<file path="config.mk">
export PLATFORM = sky130hd
export DESIGN_NAME = txbd_seq
export DESIGN_NICKNAME = d
export VERILOG_FILES = /design/src/rtl/txbd_pkg.sv /design/src/rtl/txbd_status_upd.sv /design/src/rtl/txbd_poll_timer.sv /design/src/rtl/txbd_byte_stage.sv /design/src/rtl/txbd_seq.sv
export SDC_FILE = /design/constraint.sdc
export NUM_CORES = 1
export LEC_CHECK = 0
export ABC_AREA = 1
export CORE_UTILIZATION = 48
export CTS_CLUSTER_DIAMETER = 50
export DETAILED_ROUTE_END_ITERATION = 10
export DONT_BUFFER_PORTS = 1
export PLACE_DENSITY = 0.7
export RECOVER_POWER = 25
export SYNTH_ARGS = -nofsm -noshare
export SYNTH_HDL_FRONTEND = slang
export SYNTH_HIERARCHICAL = 1
export SYNTH_SLANG_ARGS = --single-unit
</file>
<file path="constraint.sdc">
create_clock -name clk -period 2.45 [get_ports clk]
set_input_delay 0.245 -clock clk [delete_from_list [all_inputs] [get_ports clk]]
set_output_delay 0.245 -clock clk [all_outputs]
set_load 0.02 [all_outputs]
</file>
<file path="src/rtl/txbd_pkg.sv">
package txbd_pkg;
  typedef enum logic [3:0] {
    S_IDLE, S_ST, S_CNT, S_PTR, S_PTRW, S_RD, S_LD, S_SEND, S_WB, S_POLL
  } seq_state_t;

  // vector indices of the status word fields
  localparam int B_RDY  = 15;
  localparam int B_WRAP = 13;
  localparam int B_INT  = 12;
  localparam int B_LAST = 11;
  localparam int B_TC   = 10;
  localparam int B_CONT = 9;
  localparam int B_ERR  = 1;

  localparam logic [15:0] FLAG_KEEP = 16'h3E00;
  localparam int DESC_STRIDE = 4;
endpackage

</file>
<file path="src/rtl/txbd_status_upd.sv">
module txbd_status_upd
  import txbd_pkg::*;
(
  input  logic [15:0] st_in,
  input  logic        err,
  output logic [15:0] wb_word,
  output logic        fire_evt
);
  always_comb begin
    wb_word         = st_in & FLAG_KEEP;
    wb_word[B_RDY]  = st_in[B_RDY] & st_in[B_CONT] & ~err;
    wb_word[B_ERR]  = err;
    fire_evt        = st_in[B_INT] | err;
  end
endmodule

</file>
<file path="src/rtl/txbd_poll_timer.sv">
module txbd_poll_timer #(
  parameter int GAP = 8
) (
  input  logic clk,
  input  logic rst,
  input  logic start,
  output logic done
);
  localparam int TW = $clog2(GAP + 1);
  logic [TW-1:0] cnt;

  always_ff @(posedge clk) begin
    if (rst)                 cnt <= '0;
    else if (start)          cnt <= TW'(GAP);
    else if (cnt != '0)      cnt <= cnt - TW'(1);
  end

  assign done = (cnt == TW'(1));
endmodule

</file>
<file path="src/rtl/txbd_byte_stage.sv">
module txbd_byte_stage #(
  parameter int BW = 8
) (
  input  logic          clk,
  input  logic          rst,
  input  logic          load,
  input  logic [BW-1:0] ld_data,
  input  logic          ld_last,
  input  logic          abort,
  input  logic          ready,
  output logic [BW-1:0] data,
  output logic          valid,
  output logic          last
);
  always_ff @(posedge clk) begin
    if (rst) begin
      data  <= '0;
      valid <= 1'b0;
      last  <= 1'b0;
    end else if (load) begin
      data  <= ld_data;
      valid <= 1'b1;
      last  <= ld_last;
    end else if (valid && (ready || abort)) begin
      valid <= 1'b0;
      last  <= 1'b0;
    end
  end
endmodule

</file>
<file path="src/rtl/txbd_seq.sv">
module txbd_seq
  import txbd_pkg::*;
#(
  parameter int AW       = 8,
  parameter int CW       = 16,
  parameter int POLL_GAP = 8
) (
  input  logic          clk,
  input  logic          rst,
  input  logic          enable,
  input  logic [AW-1:0] base_addr,
  input  logic          irq_en,
  output logic [AW-1:0] mem_addr,
  output logic          mem_re,
  output logic          mem_we,
  output logic [15:0]   mem_wdata,
  input  logic [15:0]   mem_rdata,
  output logic [7:0]    tx_data,
  output logic          tx_valid,
  input  logic          tx_ready,
  output logic          tx_last,
  output logic          crc_req,
  input  logic          err_in,
  output logic          tx_event,
  output logic          irq
);
  seq_state_t    state;
  logic [AW-1:0] cur;
  logic [AW-1:0] ptr_q;
  logic [15:0]   st_q;
  logic [CW-1:0] cnt_q;
  logic [CW-1:0] idx;
  logic          err_q;
  logic          last_idx;
  logic          poll_start;
  logic          poll_done;
  logic          fire_evt;
  logic          abort;

  assign last_idx   = (idx == cnt_q - CW'(1));
  assign poll_start = (state == S_CNT) && !mem_rdata[B_RDY];
  assign abort      = (state == S_SEND) && err_in;

  txbd_status_upd u_upd (
    .st_in    (st_q),
    .err      (err_q),
    .wb_word  (mem_wdata),
    .fire_evt (fire_evt)
  );

  txbd_poll_timer #(.GAP(POLL_GAP)) u_poll (
    .clk   (clk),
    .rst   (rst),
    .start (poll_start),
    .done  (poll_done)
  );

  txbd_byte_stage #(.BW(8)) u_out (
    .clk     (clk),
    .rst     (rst),
    .load    (state == S_LD),
    .ld_data (mem_rdata[7:0]),
    .ld_last (last_idx && st_q[B_LAST]),
    .abort   (abort),
    .ready   (tx_ready),
    .data    (tx_data),
    .valid   (tx_valid),
    .last    (tx_last)
  );

  always_comb begin
    mem_re   = 1'b0;
    mem_we   = 1'b0;
    mem_addr = cur;
    case (state)
      S_ST:  mem_re = 1'b1;
      S_CNT: begin
        mem_re   = mem_rdata[B_RDY];
        mem_addr = cur + AW'(1);
      end
      S_PTR: begin
        mem_re   = 1'b1;
        mem_addr = cur + AW'(2);
      end
      S_RD: begin
        mem_re   = 1'b1;
        mem_addr = ptr_q + AW'(idx);
      end
      S_WB:  mem_we = 1'b1;
      default: ;
    endcase
  end

  always_ff @(posedge clk) begin
    if (rst) begin
      state    <= S_IDLE;
      cur      <= '0;
      ptr_q    <= '0;
      st_q     <= '0;
      cnt_q    <= '0;
      idx      <= '0;
      err_q    <= 1'b0;
      crc_req  <= 1'b0;
      tx_event <= 1'b0;
      irq      <= 1'b0;
    end else begin
      crc_req  <= 1'b0;
      tx_event <= 1'b0;
      irq      <= 1'b0;
      case (state)
        S_IDLE: if (enable) begin
          cur   <= base_addr;
          state <= S_ST;
        end
        S_ST:  state <= S_CNT;
        S_CNT: begin
          st_q  <= mem_rdata;
          state <= mem_rdata[B_RDY] ? S_PTR : S_POLL;
        end
        S_PTR: begin
          cnt_q <= mem_rdata[CW-1:0];
          state <= S_PTRW;
        end
        S_PTRW: begin
          ptr_q <= mem_rdata[AW-1:0];
          idx   <= '0;
          err_q <= 1'b0;
          state <= S_RD;
        end
        S_RD:  state <= S_LD;
        S_LD:  state <= S_SEND;
        S_SEND: begin
          if (err_in) begin
            err_q <= 1'b1;
            state <= S_WB;
          end else if (tx_ready) begin
            if (last_idx) begin
              crc_req <= st_q[B_LAST] & st_q[B_TC];
              state   <= S_WB;
            end else begin
              idx   <= idx + CW'(1);
              state <= S_RD;
            end
          end
        end
        S_WB: begin
          tx_event <= fire_evt;
          irq      <= fire_evt & irq_en;
          cur      <= st_q[B_WRAP] ? base_addr : cur + AW'(DESC_STRIDE);
          state    <= enable ? S_ST : S_IDLE;
        end
        S_POLL: begin
          if (!enable)        state <= S_IDLE;
          else if (poll_done) state <= S_ST;
        end
        default: state <= S_IDLE;
      endcase
    end
  end
endmodule

</file>
# [Word-level counts from Yosys, hierarchy flattened]
# Index checks and enable logic that the tools add are counted.
[totals] ff_bits=86 inputBits=30 out_inout_bits=39 elab_cells=96
[op_classes] add_sub_neg=7 n_eq_ne=18 mux=26 bitwise=10 reduce_logical=20
[op_table] op="$mux W16" n=3
[op_table] op="$pmux W4 S10" n=1
[op_table] op="$mux W4" n=9
[op_table] op="$pmux W16 S2" n=1
[op_table] op="$pmux W8 S3" n=1
[op_table] op="$add A16 B1 Y16 const B" n=1
[op_table] op="$eq A16 B16 Y1" n=1
[op_table] op="$eq A4 B3 Y1 const B" n=4
[op_table] op="$mux W8" n=2
[op_table] op="$pmux W8 S2" n=1
[op_table] op="$sub A16 B1 Y16 const B" n=1
[op_table] op="$ne A2 B2 Y1 const B" n=5
[op_table] op="$add A8 B1 Y8 const B" n=1
[op_table] op="$add A8 B2 Y8 const B" n=1
[op_table] op="$add A8 B3 Y8 const B" n=1
[op_table] op="$add A8 B8 Y8" n=1
[op_table] op="$eq A4 B1 Y1 const B" n=2
[op_table] op="$eq A4 B2 Y1 const B" n=2
[op_table] op="$eq A4 B4 Y1 const B" n=2
[op_table] op="$reduce_bool A2 Y1" n=4
[op_table] op="$mux W1" n=6
[op_table] op="$ne A3 B3 Y1 const B" n=2
[op_table] op="$not A1 Y1" n=5
[op_table] op="$reduce_or A5 Y1" n=1
[op_table] op="14 further kinds" n=23

# [Longest topological paths before layout]
# Gate-level depths: netlist of run 1.
[depth] ltp_word=6 ltp_mapped=17 mapped_depth_nobuf=17

# [Modules after synthesis]
# The synthesis of run 1 kept the hierarchy.
[by_module_without_submodules] module="txbd_seq" instances=1 cells_each=686 area_each_um2=4520.6 seq_area_each_um2=1441.4
[by_module_without_submodules] module="txbd_byte_stage" instances=1 cells_each=44 area_each_um2=377.9 seq_area_each_um2=200.2
[by_module_without_submodules] module="txbd_poll_timer" instances=1 cells_each=29 area_each_um2=261.5 seq_area_each_um2=80.1
[by_module_without_submodules] module="txbd_status_upd" instances=1 cells_each=19 area_each_um2=130.1 seq_area_each_um2=0.0

# [Worst setup path after synthesis of run 1]
# OpenSTA, ideal clock, no wires.
[synth_timing] path_type="reg-to-output" from="register idx[0]" to="output mem_addr[6]" arrival_ps=2029 required_ps=2205 slack_ps=176 path_stages_with_launch=13 n_path_buf=0 path_cell_list="dfxtp_1 -> ha_1 -> fa_1 -> nand2_1 -> nand2_1 -> a21oi_1 -> nor2_1 -> nor2_1 -> nor2_1 -> nor2_1 -> nor2_1 -> nor3_1 -> a2bb2oi_1"
[synth_between] elab_chain_cells=2
[synth_lines] element="start: declaration" line_no="txbd_seq.sv:32" source="logic [CW-1:0] idx;"
[synth_lines] element="start signal: assignment" line_no="txbd_seq.sv:141" source="idx <= idx + CW'(1);"
[synth_lines] element="$add A8 B8 Y8" line_no="txbd_seq.sv:87" source="mem_addr = ptr_q + AW'(idx);"
[synth_lines] element="$pmux W8 S3" line_no="txbd_seq.sv:75" source="case (state)"
[synth_lines] element="end: declaration" line_no="txbd_seq.sv:13" source="output logic [AW-1:0] mem_addr,"
# Every way passes these cells.

# [Worst setup path after layout of run 1]
[layout_timing] from="register ptr_q[0]" to="output mem_addr[6]"
[layout_between] elab_chain_cells=2
[layout_lines] element="start: declaration" line_no="txbd_seq.sv:29" source="logic [AW-1:0] ptr_q;"
[layout_lines] element="start signal: assignment" line_no="txbd_seq.sv:125" source="ptr_q <= mem_rdata[AW-1:0];"
[layout_lines] element="$add A8 B8 Y8" line_no="txbd_seq.sv:87"
[layout_lines] element="$pmux W8 S3" line_no="txbd_seq.sv:75"
# Every way passes these cells.

==> metrics list, run 1 <==
- At the end of the flow the core is filled with cells to 0.545.
- CTS Buffer Depth: 2
- Total routed wirelength: 13100 um
* Critical Path End Type: primary output
- Avg Synthesized Cell Area: 6.73 um2
- Counting every instance in the synthesized netlist gives 738.
- Met2 Wirelength: 5870 um
* Area of the die: 10800 um2
- Normalized max-slew margin: 0.401
- The die is 104 um wide.
- For this configuration, the core starts out at a cell density of 0.501.
- Hold violation count in the final report: 0
- Number of I/O pins: 69
- Ratio of final minimum period to clock period: 1.02
- Clock transition time at the flip-flop clock pins of the worst setup and hold paths: 0.08 ns
* Slew Limit Fails: 0
* Biggest fanout along the worst timing path: 2
* Pre-antenna DRT Iters: 5
* Run status: finished with violations
* Global Route Usage Sum: 0.249
- Number of placed cells counting well taps: 867
- P per Cell Area: 594 nW/um2
* Type of element launching the critical path: flip-flop
* Number of rows in the core area: 36
* Violated checks: negative setup slack
* Period minus WS final: 2.50 ns
- The critical path starts at ptr_q[0].
- Via count of the first global-routing pass: 4481
- Final-layout fill cell count: 987
* Required time at the worst-slack endpoint: 2.20 ns
* Netlist area before placement: 4960 um2
- Nets: 793
- Total CTS buffers: 9
* HPWL reported at the end of detailed placement: 9890 um
- For this block, wires on met1 add up to 6170 um.
- Setup violations remaining at the end of the flow were counted as 2.
- Initial antenna violation count: 0
- For this run, design rule violations remaining after detail routing come to 0.
* Clk sink count: 76
* Antenna violation net count after detailed routing: 0
- Initial DRC Count: 258
- Of the cells placed in the final design, the portion with a size suffix greater than 1 is 0.161.
- Post-route worst setup slack: -0.0518 ns
- For this run, the number of standard cells in the final layout without fillers is 885.
* Maximum number of pins on one net before global-route repair: 29
- TritonCTS built the clock tree.
- The core region is 9910 um2.
- In this run the number of H-tree levels came out at 3.
- Min-Delay Path Class: in2reg
* Detailed-route wire length per cell: 14.8 um
* HP Start: mem_rdata[2]
- The critical path is of the reg2out type.
* RSZ-0062 raised after global routing: yes
- Clock skew on the completed layout was measured at 0.00613 ns.
- The clock reaches the later pin of the worst-skew pair after 0.36 ns.
- Routed length on met3: 840 um
* Gp weighted congestion: 0.924
- Global route overflow: 0
* Inserted Diodes: 0
- At the worst endpoint, the arrival time is 2.26 ns.
- Number of warnings printed during yosys synthesis: 6
- Highest routed metal layer: met4
- First-pass GRT wire length: 21700 um
- Measured along the y axis, the die boundary spans 104 um.
- After detailed routing, the number of vias per cell comes to 5.40.
- Fmax: 400 MHz
- Summed over all failing endpoints, the final setup total negative slack is -0.0781 ns.
- Across the run, the number of max-cap violations was 0.
* Actual slew at the worst max-slew pin: 0.899 ns
- The detailed router placed 4778 vias in this run.
* Overall power of the completed layout: 3.21 mW
- The tree is rooted in a sky130_fd_sc_hd__clkbuf_8.
* Growth of design area from synthesis to finish: 8.80%
* Startpoint of the worst register-to-register path: cnt_q[1]
- IR analysis of the VDD net gives a maximum drop of 0.000461 V.
* Leak: 2.28 nW
* Port-buffer cells: 0
==> sequential cells by signal, indices dropped and copies added, names as in the netlist <==
| name | cells |
|---|---|
| state | 4 |
| irq | 1 |
| cnt_q | 16 |
| err_q | 1 |
| crc_req | 1 |
| st_q | 6 |
| u_out/data | 8 |
| u_out/valid | 1 |
| idx | 16 |
| ptr_q | 8 |
| tx_event | 1 |
| u_poll/cnt | 4 |
| u_out/last | 1 |
| cur | 8 |
==> placed cells by master, fill, tap and decap left out, drive strengths merged, types with 3 or more instances in the layout <==
cell,count
nor2,143
conb,9
or2,4
xor2,22
inv,69
clkbuf,13
dfxtp,76
nor3,18
nand3,49
buf,26
nand3b,6
xnor2,12
a21oi,45
nand2,151
o21ai,56
ha,15
o2111ai,3
nand4,5
clkinv,5
==> worst max-delay path: stages, from the launching register on <==
cell	delay, ns
sky130_fd_sc_hd__dfxtp_2	0.34
sky130_fd_sc_hd__ha_4	0.16
sky130_fd_sc_hd__fa_2	0.34
sky130_fd_sc_hd__nand2_2	0.09
sky130_fd_sc_hd__nand2_2	0.05
sky130_fd_sc_hd__a21oi_2	0.14
sky130_fd_sc_hd__nor2_1	0.07
sky130_fd_sc_hd__nor2_1	0.08
sky130_fd_sc_hd__nor2_1	0.05
sky130_fd_sc_hd__nor2_1	0.08
sky130_fd_sc_hd__nor2_1	0.05
sky130_fd_sc_hd__nor3_2	0.15
sky130_fd_sc_hd__a2bb2oi_2	0.14
sky130_fd_sc_hd__buf_4	0.15
==> stage by stage <==
step	setup slack [ns]	area, um2	hold WS (ns)
after floorplan	0.176	4990	0.307
after global placement	0.180	5120	0.312
after detailed placement	0.124	5120	0.314
after CTS	-0.0822	5370	0.00825
after global routing	-0.181	5400	0.00566
final	-0.0518	5400	0.0163
==> area by class of cell <==
| class | count | area (um2) | share of cell area |
|---|---|---|---|
| inverter | 71 | 270 | 0.0500 |
| tap | 133 | 166 | 0.0308 |
| clock buffer | 11 | 141 | 0.0262 |
| clock inverter | 5 | 60.1 | 0.0111 |
| sequential | 76 | 1530 | 0.283 |
| timing repair buffer | 28 | 215 | 0.0398 |
| multi-input combinational | 561 | 3020 | 0.559 |
==> where the power goes <==
group / switching, mW / internal, mW / leakage [nW]
clock network: 0.505 / 0.503 / 0.0999
logic: 0.506 / 0.293 / 1.56
registers: 0.0952 / 1.31 / 0.619
==> path summary, 6_finish.rpt <==
kind | slack [ns] | cells past startpoint | to
setup / recovery | -0.05 | 13 | mem_addr[6]
hold / removal | 0.02 | 2 | u_out/data[2]
setup reg to reg | 0.25 | 16 | idx[0]
hold reg to reg | 0.47 | 2 | st_q[15]
==> per-layer routing <==
layer  up-vias  GRT usage
met5         -          0
met2       163      0.395
met4         0     0.0847
li1       2388          -
met3        20     0.0548
met1      2207      0.335
==> repair_timing <==
item                                    in CTS  in global routing
buffers inserted                             0                  1
hold buffers                                 1                  0
endpoints found under the hold margin       28                  0
resized for setup                            8                  9
endpoints found under the setup margin       2                 19
pin swaps                                    0                  1
No activity file was read; power rests on OpenSTA's default activity.
==> run 2: changes to the inputs <==
- SYNTH_HIERARCHICAL: 1 -> default
==> metrics list, run 2 <==
* Setup slack, reg-to-reg: 0.14 ns
- Fmax: 393 MHz
* Most common cell after layout, fill and taps aside: sky130_fd_sc_hd__nand2_1
- Leak: 2.36 nW
- Detailed-route wire length per cell: 14.9 um
- The number of clock buffers added by TritonCTS is 9.
* Run status: finished with violations
- For the pin with the worst max-slew slack, the measured transition is 1.06 ns.
* Global route overflow: 0
* Number of rows in the core area: 36
- Hold violation count in the final report: 0
- Clk_lat worst skew: 0.35 ns
- Netlist area before placement: 4890 um2
- Kind of cell with the highest combined delay on the critical path: simple AND/OR/NAND/NOR gates
- Startpoint of the worst register-to-register path: cnt_q[0]
* Inserted Diodes: 0
* Via count of the first global-routing pass: 4518
- Endpoint of the most critical register-to-register path: state[3]
* Post-route worst setup slack: -0.0939 ns
* Type of element launching the critical path: flip-flop
* Peak supply drop: 0.000376 V
- The area growth from synthesis to layout is 9.42%.
- Counting both buffers and inverters, the worst setup path holds a total of 1.
- Summed over all instances, the cell type with the most area after synthesis is sky130_fd_sc_hd__dfxtp_1.
- The finished cells cover 5350 um2.
- At the worst endpoint, the arrival time is 2.30 ns.
- Total core area: 9820 um2
- Gp weighted congestion: 0.887
- Share of power burned in registers: 0.456
- The worst register-to-register path has a depth of 16.
- Counting tap cells, the placed design contains a total of 893 instances.
- Number of I/O pins: 69
- Fraction of final layout cells sized beyond drive strength 1: 0.101
* Hold Path Depth: 2
* HP Start: mem_rdata[2]
- First-pass GRT wire length: 21900 um
- After synthesis, the share of cell area in mux cells is 0.00409.
- The tool flagged a number of max-cap violations equal to 0.
- Of the total synthesized cell area, the portion taken by AND, OR, NAND and NOR gates is 0.352.
- Global Route Usage Sum: 0.272
* Root cell of the clock tree: sky130_fd_sc_hd__clkbuf_8
- The detailed router finished its first iteration with 302 violations.
- The die covers 10600 um2.
- The worst setup path is captured at a primary output.
- Summing all placed instances gives a cell area of 5030 um2.
* Pre-antenna DRT Iters: 5
- Initial Utilization: 0.498
* Post-route clock skew: 0.00953 ns
- Counting along the longest clock path gives a buffer depth of 2.
- Port-buffer cells: 0
* Highest-delay cell along the critical path: sky130_fd_sc_hd__dfxtp_2
* Internal power: 2.01 mW
- Seq/Total Area, Yosys: 0.311
- Residual DRC: 0
- The tree built by TritonCTS fans out to 76 sinks.
* Min-Delay Path Class: in2reg
- After the last flow step, the layout net total stands at 822.
* Deepest level of the CTS H-tree: 3
* Switch Pwr: 1.12 mW
* Xor/xnor cell area share of the yosys netlist: 0.0484
- Post-synthesis compound-gate area fraction: 0.141
- By count the netlist is led by sky130_fd_sc_hd__nand2_1 (162), sky130_fd_sc_hd__nor2_1 (142), sky130_fd_sc_hd__dfxtp_1 (76), sky130_fd_sc_hd__inv_1 (69), sky130_fd_sc_hd__nand3_1 (61).
- Entering global routing, the biggest net connects 33 pins.
* Total routed wirelength: 13600 um
- In this design, the critical path's most frequently occurring cell is sky130_fd_sc_hd__nand2_2.
* Total Neg Setup Slack: -0.129 ns
* HPWL reported at the end of detailed placement: 10300 um
- The routed layout has 4960 vias.
- The most common cell in the synthesized netlist is sky130_fd_sc_hd__nand2_1.
* Proportion of register bits with asynchronous set or reset after synthesis: 0
* Adder-cell area share of the yosys netlist: 0.0425
- Final hold analysis gives a worst-case slack of 0.0297 ns.
- The floorplan step set the die width to 103 um.
* Violated checks: negative setup slack
- Counting I/O delays and the setup requirement, the final critical path takes 2.54 ns.
- Setup repair after global routing could not meet its margin everywhere.
- Post-synth EDFFs: 0
- Leaving out fill and tap cells, the most frequent cells in the layout are sky130_fd_sc_hd__nand2_1 (159), sky130_fd_sc_hd__nor2_1 (141), sky130_fd_sc_hd__inv_1 (70), sky130_fd_sc_hd__dfxtp_1 (70), sky130_fd_sc_hd__nand3_1 (60).
- Normalized max-slew margin: 0.292
* Combinational share of power: 0.254
- Worst path cell trace: ha_4 -> fa_2 -> nand2_2 -> nand2_2 -> a21oi_2 -> nor2_1 -> o21ai_1 -> nand2_1 -> or2_4 -> nand3_2 -> o2111ai_2 -> buf_6
- Biggest fanout along the worst timing path: 2
- Largest registers in the final layout: cnt_q x16, idx x16
- By area the synthesized netlist is led by sky130_fd_sc_hd__dfxtp_1 (31%), sky130_fd_sc_hd__nand2_1 (12%), sky130_fd_sc_hd__nor2_1 (11%).
* Final standard cell count with taps included and fillers excluded: 914
* Prevailing post-synth register cell: sky130_fd_sc_hd__dfxtp_1
* Ratio of routed vias to standard cells: 5.43
* Required time at the worst-slack endpoint: 2.20 ns
- Antenna violation net count after detailed routing: 0
* Slew Limit Fails: 0
* Area share of the largest cell type after synthesis: 0.311
- Number of warnings printed during yosys synthesis: 0
- In this run, synthesis produced a sequential element count of 76.
- Dividing total power by cell area gives a power density of 584 nW/um2.
- After synthesis, the largest family of logic cells by area is simple AND/OR/NAND/NOR gates.
- The number of different library cells used by synthesis comes to 41.
* Post-synthesis cell count: 768
* Setup CP Type: reg2out
- For this run, the slowest stage of the critical path takes 0.34 ns.
* Worst-case hold path end point: ptr_q[2]
- Avg Synthesized Cell Area: 6.37 um2
* Ratio of final minimum period to clock period: 1.04
- Die height: 103 um
- Setup violations remaining at the end of the flow were counted as 2.
- Final-layout fill cell count: 981
- Clock tree from TritonCTS: yes
- The initial antenna violation count was 0.
- Of the total power, the share spent switching nets is 0.357.
- Clock transition time at the flip-flop clock pins of the worst setup and hold paths: 0.08 ns
* Part of the total power dissipated in the clock network: 0.290
-- run 2: changes by cell type in the layout (fill, tap and decap cells not counted), sizes merged, moves of 5 or more --
| cell | change |
|---|---|
| a21oi | +5 |
| nand2 | +15 |
| nand3 | +12 |
| nor2 | +5 |
-- run 2: metal layers --
layer  vias up  track usage  share of wire
met5         -            0              0
met4         0       0.0769          0.016
met3        17       0.0597          0.078
met2       203        0.439           0.45
met1      2252        0.364           0.46
li1       2488            -              -
-- run 2: kinds of logic (layout without fill, tap and decap cells) --
logic type,count (synthesis),count (layout)
and+or+nand+nor,408,408
AOI/OAI and AO/OA,127,127
buffers and inverters,111,116
DFF,76,76
xor gates and xnor gates,27,27
adders and majority gates,16,16
muxes,2,2
other,1,9
-- run 2: worst max path at each step --
stage	start	end	slack, ns	depth (start not counted)
2_1_floorplan	idx[0]	mem_addr[6]	0.19	11
6_report	ptr_q[0]	mem_addr[6]	-0.09	12
5_1_grt	ptr_q[0]	mem_addr[6]	-0.17	12
3_5_place_dp	ptr_q[0]	mem_addr[6]	0.03	12
3_3_place_gp	ptr_q[0]	mem_addr[6]	0.07	12
4_1_cts	ptr_q[0]	mem_addr[6]	-0.19	12
-- run 2: area by class of cell --
cell class              instances  area [um2]  area share
multi-input cells             589        2980       0.557
flip-flops and latches         76        1530       0.286
inverters                      73         274      0.0512
repair buffers                 27         209      0.0391
well taps                     133         166      0.0311
clock buffers                  11         151      0.0283
clock inverters                 5        36.3     0.00678
-- run 2: timing repair --
action,in CTS,in global routing
hold buffers,1,0
endpoints found under the setup margin,2,20
setup buffers,1,3
pin swaps,7,11
hold endpoints to repair,25,0
resized for setup,13,16
-- run 2: power by group through the flow --
stage	clock, mW	combinational (mW)	sequential (mW)
floorplan	0	0.633	1.40
global placement	0	0.735	1.44
detailed placement	0	0.763	1.45
CTS	0.926	0.778	1.42
global route	0.985	0.894	1.44
finish	0.907	0.794	1.42
-- run 2: metrics by stage --
| stage | setup WS (ns) | util | power, mW |
|---|---|---|---|
| global placement | 0.0728 | 0.513 | 2.18 |
| CTS | -0.192 | 0.538 | 3.12 |
| detailed placement | 0.0279 | 0.513 | 2.21 |
| finish | -0.0939 | 0.545 | 3.12 |
| global route | -0.169 | 0.545 | 3.32 |
| floorplan | 0.191 | - | 2.04 |
==> run 3: changes to the inputs <==
- CELL_PAD_IN_SITES_DETAIL_PLACEMENT: default -> 2
- CELL_PAD_IN_SITES_GLOBAL_PLACEMENT: default -> 2
- CORE_UTILIZATION: 48 -> 34
- PLACE_DENSITY: 0.7 -> 0.86
- SKIP_LAST_GASP: default -> 1
==> metrics list, run 3 (same netlist as run 2, synthesis figures left out) <==
* Run status: finished with violations
- The checks that failed: negative setup slack.
- Area of the die: 14900 um2
- Die height: 122 um
* Peak per-stage delay on the critical path: 0.39 ns
- Post-placement cell area: 5150 um2
- Ratio of final minimum period to clock period: 1.15
- TritonCTS created 9 clock buffers.
- Switching portion of total power: 0.363
- Clock tree synthesis selected as its root buffer the cell sky130_fd_sc_hd__clkbuf_16.
- Initial DRC Count: 288
- Initial Utilization: 0.351
- Summed over all nets, the switching power comes to 1.39 mW.
- Design Area, Final: 5900 um2
* Nets: 843
- The hold violation count in the final report was 0.
- Detailed-route via count: 5659
- Entering global routing, the biggest net connects 28 pins.
- Of the cells placed in the final design, the portion with a size suffix greater than 1 is 0.178.
- Along the worst path, the maximum fanout reaches 2.
- Row generation in the floorplan step produced 43 rows.
- Subtracting the final worst setup slack from the clock period gives 2.82 ns.
* Type of element launching the critical path: flip-flop
* Fmax: 354 MHz
- In the layout the commonest cells are sky130_fd_sc_hd__nand2_1 (149), sky130_fd_sc_hd__nor2_1 (131), sky130_fd_sc_hd__dfxtp_1 (67).
- Ratio of routed vias to standard cells: 5.76
* Actual slew at the worst max-slew pin: 1.38 ns
* Setup violations, final: 13
- Detailed-route wire length per cell: 25.5 um
- Gp weighted congestion: 0.865
* Most used cell along the critical path: sky130_fd_sc_hd__nand2_2
* Maximum capacitance violations: 0
* Residual DRC: 0
* Number of I/O pins: 69
- The number of global-route vias before repair came to 6052.
- The repair_antennas step left the layout with diodes totalling 0.
* Global Route Usage Sum: 0.309
* P per Cell Area: 648 nW/um2
* Leak: 2.52 nW
- Combinational share of power: 0.249
* Internal power: 2.43 mW
- Post-route clock skew: 0.0224 ns
- After floorplanning, the core was sized to cover 13900 um2.
* Total routed wirelength: 25000 um
- Summed over all nets, the half-perimeter wirelength after detailed placement is 15100 um.
* Slew Limit Fails: 0
- Min-Delay Path Class: in2reg
- The share of total power dissipated in the clock network is 0.373.
- Clock tree synthesis found a total of 76 sinks.
- The first global-routing pass estimated 34000 um of wire.
* Worst path cell trace: ha_4 -> fa_2 -> nand2_2 -> nand2_2 -> a21oi_2 -> nor2_2 -> o21ai_1 -> nand2_1 -> or2_4 -> nand3_2 -> o2111ai_2 -> buf_4
- RSZ-0062 raised after global routing: yes
- STA classifies the critical path endpoint as a primary output.
- Required time at the worst-slack endpoint: 2.20 ns
- Setup slack on the critical path of the routed design comes to -0.374 ns.
* Most common cell after layout, fill and taps aside: sky130_fd_sc_hd__nand2_1
- TritonCTS built the clock tree.
- On the critical path, the stage with the largest delay is an instance of sky130_fd_sc_hd__fa_2.
* Clk_lat worst skew: 0.38 ns
- Clock transition time at the flip-flop clock pins of the worst setup and hold paths: 0.08 ns
- Signal arrival time at the worst endpoint: 2.58 ns
- Largest registers in the final layout: cnt_q x16, idx x16
* Horiz. Die Dim: 122 um
- Before antenna repair, the detailed router went through 5 iterations.
- The critical path is of the reg2out type.
* Antenna violation net count after detailed routing: 0
- CTS Buffer Depth: 2
* Worst slack on hold paths: 0.0221 ns
- Peak supply drop: 0.000402 V
- Share of power burned in registers: 0.378
* Port-buffer cells: 0
- Normalized max-slew margin: 0.0777
- Growth of design area from synthesis to finish: 20.6%
- After global routing the overflow that remains totals 0.
- The H-tree generated during clock tree synthesis spans 3 levels.
* Initial antenna violation count: 0
==> run 3: worst paths after layout <==
check	from	end	slack, ns	cells past startpoint
max	ptr_q[0]	mem_addr[6]	-0.37	12
min	mem_rdata[5]	u_out.data[5]	0.02	2
max reg2reg	state[3]	cur[7]	-0.05	12
min reg2reg	st_q[15]	st_q[15]	0.50	2
==> run 3: power by group through the flow <==
stage / Clock (mW) / Sequential [mW] / Combinational, mW
CTS: 1.41 / 1.43 / 0.880
global placement: 0 / 1.45 / 0.753
detailed placement: 0 / 1.46 / 0.836
global route: 1.48 / 1.45 / 1.05
finish: 1.43 / 1.44 / 0.951
floorplan: 0 / 1.40 / 0.633
==> run 3: what timing repair did <==
action	4_1_cts	5_1_grt
resized for setup	33	53
pin swaps	18	25
hold buffers	1	0
hold endpoints to repair	25	0
gates cloned	0	1
setup buffers	7	13
setup endpoints to repair	22	27
==> run 3: final cells by class <==
type	count	area, um2
Fill cell	1668	8040
Inverter	73	284
Timing Repair Buffer	47	380
Multi-Input combinational cell	590	3170
Sequential cell	76	1540
Clock buffer	10	239
Tap cell	180	225
Clock inverter	6	63.8
==> run 3: metrics by stage <==
step           instances  setup slack (ns)  utilization  total power, mW  setup TNS [ns]
4_1_cts              969            -0.200        0.404             3.72          -0.266
5_1_grt              982            -0.407        0.423             3.97           -3.70
3_3_place_gp         947            0.0427        0.369             2.20               0
2_1_floorplan        776             0.191            -             2.04               0
3_5_place_dp         947           -0.0852        0.369             2.29          -0.175
6_report             982            -0.374        0.423             3.82           -1.63
==> run 3: metal layers <==
layer | global-route usage | vias to the layer above | share of wire
met5 | 0 | - | 0
met4 | 0.142 | 0 | 0.046
met3 | 0.0749 | 77 | 0.062
met2 | 0.543 | 261 | 0.50
met1 | 0.350 | 2794 | 0.39
li1 | - | 2527 | -
==> run 3: critical path, delay by kind of cell (launching register included) <==
| kind | cells | cell delay, ns |
|---|---|---|
| adders and majority gates | 2 | 0.56 |
| AOI/OAI and AO/OA | 3 | 0.42 |
| and+or+nand+nor | 6 | 0.63 |
| buffers and inverters | 1 | 0.19 |
| DFF | 1 | 0.37 |
